<file path="src/rtl/csr_rmw_pkg.sv">
package csr_rmw_pkg;

    typedef enum logic [2:0] {
        OPC_RSVD0 = 3'b000,
        OPC_SWAP  = 3'b001,
        OPC_SET   = 3'b010,
        OPC_CLR   = 3'b011,
        OPC_RSVD4 = 3'b100,
        OPC_SWAPI = 3'b101,
        OPC_SETI  = 3'b110,
        OPC_CLRI  = 3'b111
    } opc_e;

    typedef enum logic [1:0] {
        MRG_NONE = 2'd0,
        MRG_SWAP = 2'd1,
        MRG_SET  = 2'd2,
        MRG_CLR  = 2'd3
    } merge_e;

    typedef struct packed {
        merge_e kind;
        logic   use_imm;
        logic   rd_en;
        logic   wr_en;
    } ctl_t;

    localparam int ADDR_W  = 12;
    localparam int FIELD_W = 5;

    function automatic logic addr_hit(input logic [ADDR_W-1:0] addr,
                                      input logic [ADDR_W-1:0] base,
                                      input int unsigned       count);
        logic [ADDR_W-1:0] off;
        off = addr - base;
        return (addr >= base) && (32'(off) < count);
    endfunction

endpackage

</file>
<file path="src/rtl/csr_rmw_decode.sv">
module csr_rmw_decode
    import csr_rmw_pkg::*;
(
    input  logic               valid,
    input  logic [2:0]         code,
    input  logic [FIELD_W-1:0] field,
    input  logic [FIELD_W-1:0] dst,
    output ctl_t               ctl
);
    logic field_nz;
    logic dst_nz;

    assign field_nz = |field;
    assign dst_nz   = |dst;

    always_comb begin
        ctl = '{kind: MRG_NONE, use_imm: 1'b0, rd_en: 1'b0, wr_en: 1'b0};
        if (valid) begin
            unique case (opc_e'(code))
                OPC_SWAP:  ctl = '{kind: MRG_SWAP, use_imm: 1'b0, rd_en: dst_nz, wr_en: 1'b1};
                OPC_SWAPI: ctl = '{kind: MRG_SWAP, use_imm: 1'b1, rd_en: dst_nz, wr_en: 1'b1};
                OPC_SET:   ctl = '{kind: MRG_SET,  use_imm: 1'b0, rd_en: 1'b1, wr_en: field_nz};
                OPC_SETI:  ctl = '{kind: MRG_SET,  use_imm: 1'b1, rd_en: 1'b1, wr_en: field_nz};
                OPC_CLR:   ctl = '{kind: MRG_CLR,  use_imm: 1'b0, rd_en: 1'b1, wr_en: field_nz};
                OPC_CLRI:  ctl = '{kind: MRG_CLR,  use_imm: 1'b1, rd_en: 1'b1, wr_en: field_nz};
                default:   ctl = '{kind: MRG_NONE, use_imm: 1'b0, rd_en: 1'b0, wr_en: 1'b0};
            endcase
        end
    end
endmodule

</file>
<file path="src/rtl/csr_rmw_merge.sv">
module csr_rmw_merge
    import csr_rmw_pkg::*;
#(
    parameter int XLEN = 32
) (
    input  ctl_t               ctl,
    input  logic [XLEN-1:0]    old_val,
    input  logic [XLEN-1:0]    src_val,
    input  logic [FIELD_W-1:0] imm,
    output logic [XLEN-1:0]    new_val
);
    logic [XLEN-1:0] mask;

    assign mask = ctl.use_imm ? {{(XLEN-FIELD_W){1'b0}}, imm} : src_val;

    always_comb begin
        unique case (ctl.kind)
            MRG_SWAP: new_val = mask;
            MRG_SET:  new_val = old_val | mask;
            MRG_CLR:  new_val = old_val & ~mask;
            default:  new_val = old_val;
        endcase
    end
endmodule

</file>
<file path="src/rtl/csr_rmw_bank.sv">
module csr_rmw_bank
    import csr_rmw_pkg::*;
#(
    parameter int XLEN     = 32,
    parameter int NUM_REGS = 4,
    localparam int IDX_W   = (NUM_REGS > 1) ? $clog2(NUM_REGS) : 1
) (
    input  logic                     clk,
    input  logic                     rst,
    input  logic                     hit,
    input  logic [IDX_W-1:0]         idx,
    input  logic                     wr,
    input  logic [XLEN-1:0]          wdata,
    output logic [XLEN-1:0]          rdata,
    output logic [NUM_REGS*XLEN-1:0] flat
);
    logic [XLEN-1:0] regs [NUM_REGS];

    for (genvar g = 0; g < NUM_REGS; g++) begin : g_reg
        logic sel;
        assign sel = wr && hit && (32'(idx) == g);
        always_ff @(posedge clk) begin
            if (rst) begin
                regs[g] <= '0;
            end else if (sel) begin
                regs[g] <= wdata;
            end
        end
        assign flat[g*XLEN +: XLEN] = regs[g];
    end

    always_comb begin
        rdata = '0;
        for (int i = 0; i < NUM_REGS; i++) begin
            if (hit && (32'(idx) == i)) rdata = regs[i];
        end
    end
endmodule

</file>
<file path="src/rtl/csr_rmw_unit.sv">
module csr_rmw_unit
    import csr_rmw_pkg::*;
#(
    parameter int          XLEN      = 32,
    parameter int          NUM_REGS  = 4,
    parameter logic [11:0] BASE_ADDR = 12'h7C0
) (
    input  logic            clk,
    input  logic            rst,
    input  logic            op_valid,
    input  logic [2:0]      op_code,
    input  logic [11:0]     csr_addr,
    input  logic [XLEN-1:0] src_value,
    input  logic [4:0]      op_field,
    input  logic [4:0]      dst_index,
    output logic [XLEN-1:0] dst_value,
    output logic            dst_write
);
    localparam int IDX_W = (NUM_REGS > 1) ? $clog2(NUM_REGS) : 1;

    ctl_t                     ctl;
    logic                     hit;
    logic [11:0]              offset;
    logic [IDX_W-1:0]         idx;
    logic [XLEN-1:0]          cur_val;
    logic [XLEN-1:0]          nxt_val;
    logic [NUM_REGS*XLEN-1:0] bank_q;

    assign hit    = addr_hit(csr_addr, BASE_ADDR, NUM_REGS);
    assign offset = csr_addr - BASE_ADDR;
    assign idx    = offset[IDX_W-1:0];

    csr_rmw_decode u_dec (
        .valid (op_valid),
        .code  (op_code),
        .field (op_field),
        .dst   (dst_index),
        .ctl   (ctl)
    );

    csr_rmw_bank #(.XLEN(XLEN), .NUM_REGS(NUM_REGS)) u_bank (
        .clk   (clk),
        .rst   (rst),
        .hit   (hit),
        .idx   (idx),
        .wr    (ctl.wr_en),
        .wdata (nxt_val),
        .rdata (cur_val),
        .flat  (bank_q)
    );

    csr_rmw_merge #(.XLEN(XLEN)) u_mrg (
        .ctl     (ctl),
        .old_val (cur_val),
        .src_val (src_value),
        .imm     (op_field),
        .new_val (nxt_val)
    );

    assign dst_write = ctl.rd_en;
    assign dst_value = ctl.rd_en ? cur_val : '0;
endmodule

</file>
<file path="config.mk">
export PLATFORM = sky130hd
export DESIGN_NAME = csr_rmw_unit
export DESIGN_NICKNAME = d
export VERILOG_FILES = /design/src/rtl/csr_rmw_pkg.sv /design/src/rtl/csr_rmw_decode.sv /design/src/rtl/csr_rmw_merge.sv /design/src/rtl/csr_rmw_bank.sv /design/src/rtl/csr_rmw_unit.sv
export SDC_FILE = /design/constraint.sdc
export NUM_CORES = 1
export LEC_CHECK = 0
export BUFFER_PORTS_ARGS = -buffer_cell sky130_fd_sc_hd__buf_2
export CAP_MARGIN = 20
export CORE_MARGIN = 3
export CORE_UTILIZATION = 53
export CTS_BUF_LIST = sky130_fd_sc_hd__clkbuf_8
export CTS_CLUSTER_SIZE = 25
export DETAILED_ROUTE_END_ITERATION = 10
export GPL_ROUTABILITY_DRIVEN = 0
export PLACE_DENSITY = 0.78
export SYNTH_ARGS = -nofsm -noshare
export SYNTH_HDL_FRONTEND = slang
export SYNTH_SLANG_ARGS = --single-unit
export TNS_END_PERCENT = 5
</file>
<file path="constraint.sdc">
create_clock -name clk -period 2.7 [get_ports clk]
set_clock_uncertainty 0.15 [all_clocks]
set_input_delay 0.54 -clock clk [delete_from_list [all_inputs] [get_ports clk]]
set_output_delay 0.54 -clock clk [all_outputs]
set_load 0.01 [all_outputs]
</file>
==> impl_metrics.ini, run 1 <==
[status]
status = complete, no violations

[die]
die_width_um = 117
dieArea_um2 = 13600
ios = 93
start_util_pct = 55.5
die_y_um = 117
rows = 39
core_um2 = 11700

[global_routing]
antenna_found_initial = 0
grt_usage_pct = 25.9
grt_remaining_overflow = 0
grt_max_degree = 39
grt_pass1_vias = 4966
grt_first_pass_wirelength_um = 25700

[drt]
drc_errors = 0
drt_iter0_drc = 403
drtAntennaViolNets = 0
drt_wl_total_um = 16900
first_pass_iters = 4
post_drt_wl_per_cell_um = 22.1
routed-via-count = 4752
via_per_inst = 6.20

[clock_network]
cts_tree = built
clock_sinks = 128
post_cts_buffers = 0
cts_hold_buffers = 0
clk_latency_ns = 0.44
ctsHtreeMaxLevel = 4
clockBufferDepth = 2
clkTransAtPathRegs_ns = 0.07
cts_root_buf = clkbuf_8
numCtsBuffers = 17

[pwr]
p_per_area_nw_per_um2 = 555
p_total_mw = 4.31
power.leakage_nw = 2.94
ir_drop_mv = 0.590

[setup_path]
critPathRequiredTime_ns = 2.01
critPathMostFrequentCell = buf_2
path_depth = 7
crit_buf_inv = 3
path_delay_family = simple AND/OR/NAND/NOR gates
path_class = in2out
setup.worst_path.end = dst_value[4]
crit-reg2reg-capture = u_bank.regs[0][11]
crit_chain = buf_2, nand4b_1, nor2_1, and4_1, buf_12, and2_1, buf_2
crit_path_top_delay_cell = and4_1
cp.arrival_ns = 1.94
r2r_start = u_bank.regs[3][11]
crit_fanout = 25
cp-end-kind = output port
setup.worst_path.start = csr_addr[11]
start_kind = input pin
ff2ff_setup_slack_ns = 0.91
ff2ff_path_depth = 3
slowest_delay_ns = 0.33

[synth]
syn_area_um2 = 6500
ys_types = 36
synth_warnings = 0
synth-compound-area-share_pct = 7.79
postSynthCellCount = 504
synth_top_family_by_area = simple AND/OR/NAND/NOR gates
ys_seq_area_share_pct = 59.1
synth_enable_flop_cells = 128
muxShareOfSynthArea_pct = 11.9
syn_avg_cell_area_um2 = 12.9
synth_xor_area_share_pct = 0.654
synthSimpleGateAreaFrac_pct = 17.5
ys.flop_type = edfxtp_1
synth_nets = 564
async_flop_share_pct = 0
synth-seq-cells = 128
yosys.area_share.adder_pct = 0

[sta]
whs_ns = 0.344
grt_setup_unrepaired = false
tightest_slew_ns = 0.522
period_minus_slack_ns = 2.63
finalSetupViolations = 0
maxSlewHeadroom_pct = 65.1
hold_violations = 0
period_share_pct = 97.5
clock.fmax_ghz = 0.380
slew_viol_final = 0

[cells_and_area]
largest_registers = u_bank.regs: 128 flops
antennaDiodeCount = 0
fillerInstances = 901
largest_reg_flops = 128
layout.area.seq_um2 = 3840
syn_to_final_growth_pct = 19.4
nNetsFinal = 671
drive_above_1_share_pct = 32.4
multi_input_area_um2 = 2480
max_flop_register = u_bank.regs

[placement]
dpl.hpwl_um = 10800
io_buffers = 92

[job]
drv_cap = 0

[min_path]
hold_path_class = in2reg
==> layout make-up <==
class | count | share of cell area (%)
Sequential cell | 128 | 49.5
Multi-Input combinational cell | 331 | 31.9
Timing Repair Buffer | 129 | 10.9
Clock buffer | 17 | 3.01
Tap cell | 143 | 2.30
Clock inverter | 15 | 2.19
Inverter | 4 | 0.193
==> cells in the mapped netlist (all sizes together) (2+ instances only) <==
master | count | area [um^2]
a21o | 6 | 45.0
a22o | 2 | 17.5
a31o | 3 | 26.3
a31oi | 6 | 37.5
a32oi | 25 | 219
and2 | 34 | 213
and3b | 23 | 201
and4 | 2 | 17.5
buf | 17 | 93.8
clkbuf | 24 | 92.6
edfxtp | 128 | 3840
inv | 4 | 15.0
mux2i | 5 | 50.1
mux4 | 32 | 721
nand3 | 3 | 15.0
nand4 | 5 | 31.3
nand4b | 2 | 17.5
nor2 | 134 | 503
nor2b | 5 | 31.3
nor3 | 7 | 46.3
o21ai | 26 | 134
xnor2 | 3 | 33.8
==> worst register-to-register path: cells and delay by family (launching register included) <==
kind	cells	cell delay [ns]
compound gates	1	0.37
flops	1	0.39
mux	1	0.54
simple gates	1	0.10
==> what timing repair did <==
item | 4_1_cts | 5_1_grt
resized for setup | 0 | 3
endpoints found under the setup margin | 0 | 26
hold endpoints to repair | 0 | 0
==> report_power, final <==
group / switching (mW) / leakage, nW / internal [mW] / total [mW]
combinational: 0.231 / 1.39 / 0.174 / 0.405
sequential: 0.0153 / 1.35 / 2.23 / 2.25
clock: 0.755 / 0.196 / 0.904 / 1.66
==> layer usage <==
| metal | share of wire, % | vias to the layer above | global-route usage [%] | wire, um |
|---|---|---|---|---|
| met5 | 0 | - | 0 | 0 |
| met4 | 1.7 | 0 | 9.10 | 282 |
| met3 | 9.4 | 29 | 6.89 | 1590 |
| met2 | 51 | 256 | 44.4 | 8640 |
| met1 | 38 | 2342 | 32.0 | 6400 |
| li1 | - | 2125 | - | - |
==> logic make-up after synthesis <==
| kind of cell | Yosys count |
|---|---|
| compound gates | 69 |
| xor+xnor | 4 |
| buf+inv | 45 |
| flops | 128 |
| mux | 37 |
| simple gates | 221 |
==> how the worst min path moves through the flow <==
stage,from,to,cells past startpoint
floorplan,src_value[31],u_bank.regs[1][31],2
global placement,u_bank.regs[0][10],u_bank.regs[1][10],3
detailed placement,u_bank.regs[0][10],u_bank.regs[1][10],3
CTS,src_value[19],u_bank.regs[1][19],3
global route,src_value[19],u_bank.regs[1][19],3
finish,src_value[19],u_bank.regs[1][19],3
==> placed cells by master, fill, tap and decap left out, types with 7 or more instances in the layout <==
cell type	n
nor2_1	134
edfxtp_1	128
buf_2	91
and2_1	34
mux4_2	32
buf_4	29
o21ai_0	25
a32oi_1	25
and3b_1	23
clkbuf_8	17
buf_12	7
==> through the flow <==
stage               instances  utilization (%)  cell area [um^2]  setup TNS, ns  setup slack, ns
floorplan                 504                -              6500              0           0.0903
global placement          734             62.5              7320              0           0.0424
detailed placement        734             62.5              7320        -0.0266          -0.0145
CTS                       766             65.9              7720              0           0.0378
global route              767             66.3              7770              0           0.0139
finish                    767             66.3              7770              0           0.0683
Power figures use the tool's default switching activity.
==> run 2, diff against run 1 <==
--- a/config.mk
+++ b/config.mk
@@ -13,7 +13,7 @@
 export CTS_CLUSTER_SIZE = 25
 export DETAILED_ROUTE_END_ITERATION = 10
 export GPL_ROUTABILITY_DRIVEN = 0
-export PLACE_DENSITY = 0.78
+export PLACE_DENSITY = 0.75
 export SYNTH_ARGS = -nofsm -noshare
 export SYNTH_HDL_FRONTEND = slang
 export SYNTH_SLANG_ARGS = --single-unit
==> constraint.sdc (replaced) <==
create_clock -name clk -period 2.79 [get_ports clk]
set_clock_uncertainty 0.15 [all_clocks]
set_input_delay 0.558 -clock clk [delete_from_list [all_inputs] [get_ports clk]]
set_output_delay 0.558 -clock clk [all_outputs]
set_load 0.01 [all_outputs]
==> impl_metrics.ini, run 2 (synthesized netlist as in run 1, its figures left out) <==
[sta]
period_minus_slack_ns = 2.67
slew_viol_final = 0
fin_setup_tns_ns = 0
clock.fmax_ghz = 0.375
hold_violations = 0
grt_setup_unrepaired = false
finalSetupViolations = 0
period_share_pct = 95.6
maxSlewHeadroom_pct = 58.9
tightest_slew_ns = 0.615

[placement]
dp_cells = 732
io_buffers = 92
dpl.hpwl_um = 10800

[cells_and_area]
largest_reg_flops = 128
fillerInstances = 875
syn_to_final_growth_pct = 19.1
mostFrequentLayoutCell = nor2_1
most-common-layout-cells = 134 x nor2_1, 128 x edfxtp_1, 92 x buf_2
nNetsFinal = 669
antennaDiodeCount = 0
largest_registers = u_bank.regs: 128 flops
drive_above_1_share_pct = 32.0
max_flop_register = u_bank.regs
layout.cells.non_filler = 764

[drt]
drc_errors = 0
post_drt_wl_per_cell_um = 21.6
drt_wl_total_um = 16500
via_per_inst = 6.18
routed-via-count = 4718
first_pass_iters = 5
drtAntennaViolNets = 0
drt_iter0_drc = 383

[clock_network]
numCtsBuffers = 17
cts_resized = 0
clkTransAtPathRegs_ns = 0.07
ctsHtreeMaxLevel = 4
post_cts_buffers = 0
cts_root_buf = clkbuf_8
clock_sinks = 128
clk_latency_ns = 0.43
cts_hold_buffers = 0
clockBufferDepth = 2
cts_tree = built

[global_routing]
grt_use_met1_pct = 31.8
grt_first_pass_wirelength_um = 25400
antenna_found_initial = 0
grt_max_degree = 29
grt_usage_pct = 25.4
grt_remaining_overflow = 0
gr-usage-met3_pct = 6.58
gr-max-usage-layer = met2
grt_pass1_vias = 4788
met2_usage_pct = 43.6

[setup_path]
critPathRequiredTime_ns = 2.08
crit_path_top_delay_cell = nand4b_1
setup.worst_path.start = csr_addr[11]
path_class = in2out
r2r_start = u_bank.regs[2][10]
start_kind = input pin
slowest_delay_ns = 0.28
cp-end-kind = output port
critPathMostFrequentCell = buf_2
crit_chain = buf_2, nand4b_1, nor2_1, and4_1, buf_4, and2_1, buf_2
crit_buf_inv = 3
crit_fanout = 15
path_delay_family = simple AND/OR/NAND/NOR gates
cp.arrival_ns = 1.96

[die]
dieArea_um2 = 13600
die_y_um = 117
start_util_pct = 55.5
die_width_um = 117
ios = 93
core_um2 = 11700
rows = 39

[pwr]
ir_drop_mv = 0.350
power.leakage_nw = 2.93
p_per_area_nw_per_um2 = 537

[min_path]
min_from = src_value[31]
hold_path_class = in2reg

[status]
status = complete, no violations

[job]
drv_cap = 0
run 2: worst register-to-register path, delay by kind of cell, from the launching register on:
family,cells,cell delay [ns]
compound gates,1,0.41
flops,1,0.40
mux,1,0.51
simple gates,1,0.10
run 2: metal layers:
metal / vias up / wire (um)
li1: 2121 / -
met2: 240 / 8430
met3: 24 / 1400
met4: 0 / 246
met5: - / 0
met1: 2333 / 6410
run 2: per-stage QoR:
stage	hold WS [ns]	setup WS, ns	instance area [um^2]	util [%]	power, mW
2_1_floorplan	0.668	0.162	6500	-	2.43
6_report	0.361	0.124	7740	66.1	4.16
3_3_place_gp	0.718	0.181	7330	62.6	2.58
4_1_cts	0.334	0.144	7730	66.0	4.17
3_5_place_dp	0.724	0.0906	7330	62.6	2.60
5_1_grt	0.359	0.0510	7740	66.1	4.29
run 2: path summary, 6_finish.rpt:
check	end	slack (ns)	cells past startpoint
max	dst_value[28]	0.12	7
min	u_bank.regs[1][31]	0.36	3
max reg2reg	u_bank.regs[2][10]	0.96	3
min reg2reg	u_bank.regs[1][0]	0.74	3
run 2: area by class of cell:
type	instances	area (um^2)	share of cell area, %
Sequential cell	128	3840	49.6
Multi-Input combinational cell	331	2460	31.8
Timing Repair Buffer	127	843	10.9
Clock buffer	17	234	3.02
Tap cell	143	179	2.31
Clock inverter	14	165	2.13
Inverter	4	15.0	0.194
run 2: where the power goes:
group          leakage [nW]  internal (mW)  switching (mW)
Clock                 0.192          0.875           0.723
Combinational          1.39          0.168           0.217
Sequential             1.35           2.16          0.0147
Total                  2.93           3.20           0.955
==> run 3, diff against run 2 <==
--- a/config.mk
+++ b/config.mk
@@ -5,6 +5,8 @@
 export SDC_FILE = /design/constraint.sdc
 export NUM_CORES = 1
 export LEC_CHECK = 0
+export ABC_AREA = 1
+export ABC_CLOCK_PERIOD_IN_PS = 2790
 export BUFFER_PORTS_ARGS = -buffer_cell sky130_fd_sc_hd__buf_2
 export CAP_MARGIN = 20
 export CORE_MARGIN = 3
@@ -13,7 +15,7 @@
 export CTS_CLUSTER_SIZE = 25
 export DETAILED_ROUTE_END_ITERATION = 10
 export GPL_ROUTABILITY_DRIVEN = 0
-export PLACE_DENSITY = 0.75
+export PLACE_DENSITY = 0.74
 export SYNTH_ARGS = -nofsm -noshare
 export SYNTH_HDL_FRONTEND = slang
 export SYNTH_SLANG_ARGS = --single-unit
==> impl_metrics.ini, run 3 <==
[drt]
first_pass_iters = 7
drt_wl_total_um = 20700
drtAntennaViolNets = 0
drc_errors = 0
via_per_inst = 6.01
drt_iter0_drc = 812
routed-via-count = 6430
post_drt_wl_per_cell_um = 19.4

[sta]
period_share_pct = 96.4
period_minus_slack_ns = 2.69
maxSlewHeadroom_pct = 63.4
finalSetupViolations = 0
whs_ns = 0.453
setup_slack_ns = 0.101
clock.fmax_ghz = 0.372
slew_viol_final = 0
tightest_slew_ns = 0.543
grt_setup_unrepaired = true
hold_violations = 0
fin_setup_tns_ns = 0

[synth]
ys_seq_area_share_pct = 54.3
async_flop_share_pct = 0
syn_avg_cell_area_um2 = 9.06
ys_types = 30
synth_enable_flop_cells = 128
synth-seq-cells = 128
yosys.area.top_type = edfxtp_1
synth_top_area_share_pct = 54.3
synthTopCellsByArea = edfxtp_1 54%, a21oi_1 8.9%, nand2_1 8.0%
ys.flop_type = edfxtp_1
synth_warnings = 0
postSynthCellCount = 781
synth_common_cells = 151 x nand2_1, 128 x edfxtp_1, 126 x a21oi_1, 73 x nand3_1, 60 x nor2_1
synth_nets = 841
yosysMostFrequentCell = nand2_1
syn_area_um2 = 7080

[global_routing]
grt_usage_pct = 28.6
grt_max_degree = 35
grt_pass1_vias = 6233
antenna_found_initial = 2
grt_first_pass_wirelength_um = 32200
grt_remaining_overflow = 0

[cells_and_area]
mostFrequentLayoutCell = nand2_1
nNetsFinal = 942
syn_to_final_growth_pct = 17.8
max_flop_register = u_bank.regs
largest_registers = u_bank.regs: 128 flops
largest_reg_flops = 128
drive_above_1_share_pct = 22.7
fin_util_pct = 65.0
most-common-layout-cells = 151 x nand2_1, 128 x edfxtp_1, 124 x a21oi_1

[placement]
io_buffers = 92
dpl.hpwl_um = 13200
pre_cts_ws_ns = 0.0447

[setup_path]
critPathRequiredTime_ns = 2.08
path_delay_family = simple AND/OR/NAND/NOR gates
crit_fanout = 11
crit_buf_inv = 3
start_kind = input pin
path_class = in2out
slowest_delay_ns = 0.22
crit_path_top_delay_cell = nand4_1
crit_chain = buf_2, nor2_2, nand4_1, nor2_4, buf_12, nand2_1, nand3_2, nand2_1, nor2_1, buf_2
cp.arrival_ns = 1.98
cp-end-kind = output port

[pwr]
ir_drop_mv = 0.360
power.leakage_nw = 3.16
p_per_area_nw_per_um2 = 510

[die]
ios = 93
dieArea_um2 = 14800
core_um2 = 12800
rows = 41
die_width_um = 122
start_util_pct = 55.2
die_y_um = 122

[min_path]
hold_path_class = in2reg

[clock_network]
clk_latency_ns = 0.45
cts_tree = built
cts_root_buf = clkbuf_8
numCtsBuffers = 17
clock_sinks = 128
clockBufferDepth = 2
clkTransAtPathRegs_ns = 0.07
ctsHtreeMaxLevel = 4

[job]
drv_cap = 0

[status]
status = complete, no violations
==> run 3: changes by cell type in the layout (fill, tap and decap cells not counted), sizes merged, moves of 20 or more <==
cell / before / now
mux4: 32 / 0
nand3: 3 / 87
nor2: 134 / 67
and2: 34 / 10
o211ai: 0 / 20
inv: 6 / 55
nand2: 1 / 163
and3b: 23 / 0
a21oi: 0 / 126
a32oi: 25 / 0
==> run 3: cell type report <==
class / count / area (um^2)
fill: 1042 / 4490
sequential: 128 / 3840
multi-input combinational: 551 / 2790
timing repair buffer: 129 / 868
clock buffer: 17 / 234
tap: 172 / 215
inverter: 55 / 206
clock inverter: 15 / 176
antenna: 2 / 5.00
==> run 3: kinds of logic after synthesis <==
group	count (synthesis)	share of synthesized area, %
flops	128	54.3
compound gates	182	13.8
buf+inv	102	6.77
simple gates	369	25.1
==> run 3: through the flow <==
stage,std cells,instance area (um^2),total power [mW]
floorplan,781,7080,2.44
global route,1069,8340,4.39
finish,1069,8340,4.26
global placement,1034,7870,2.59
detailed placement,1034,7870,2.61
CTS,1066,8280,4.26
==> run 3: final timing paths <==
kind                 startpoint                 end  slack [ns]  cells past startpoint
max reg2reg   u_bank.regs[2][1]   u_bank.regs[1][1]        1.38                      6
max                csr_addr[11]       dst_value[10]        0.10                     10
min reg2reg  u_bank.regs[3][20]  u_bank.regs[2][20]        0.63                      4
min               src_value[18]  u_bank.regs[0][18]        0.45                      3
==> run 3: tightest hold or removal path, delay by kind of cell <==
kind | cells | cell delay [ns]
AND/OR/NAND/NOR | 1 | 0.14
buffers and inverters | 1 | 0.11
AO/OA/AOI/OAI | 1 | 0.08
==> run 3: what timing repair did <==
item	4_1_cts	5_1_grt
hold buffers	0	0
setup endpoints to repair	0	15
resized for setup	0	8
buffers inserted	0	0
==> run 3: power by group <==
| part | internal, mW | switching (mW) |
|---|---|---|
| sequential | 2.20 | 0.0306 |
| combinational | 0.0953 | 0.247 |
| clock | 0.950 | 0.730 |
| total | 3.25 | 1.01 |
==> run 3: metal layers <==
layer  wire length [um]  track usage [%]  part of all wire [%]  vias to the layer above
met5                  0                0                     0                        -
met4                411             10.6                   2.0                        0
met3               2370             5.29                    11                       51
met2               9950             46.7                    48                      429
met1               8010             38.5                    39                     3000
li1                   -                -                     -                     2950
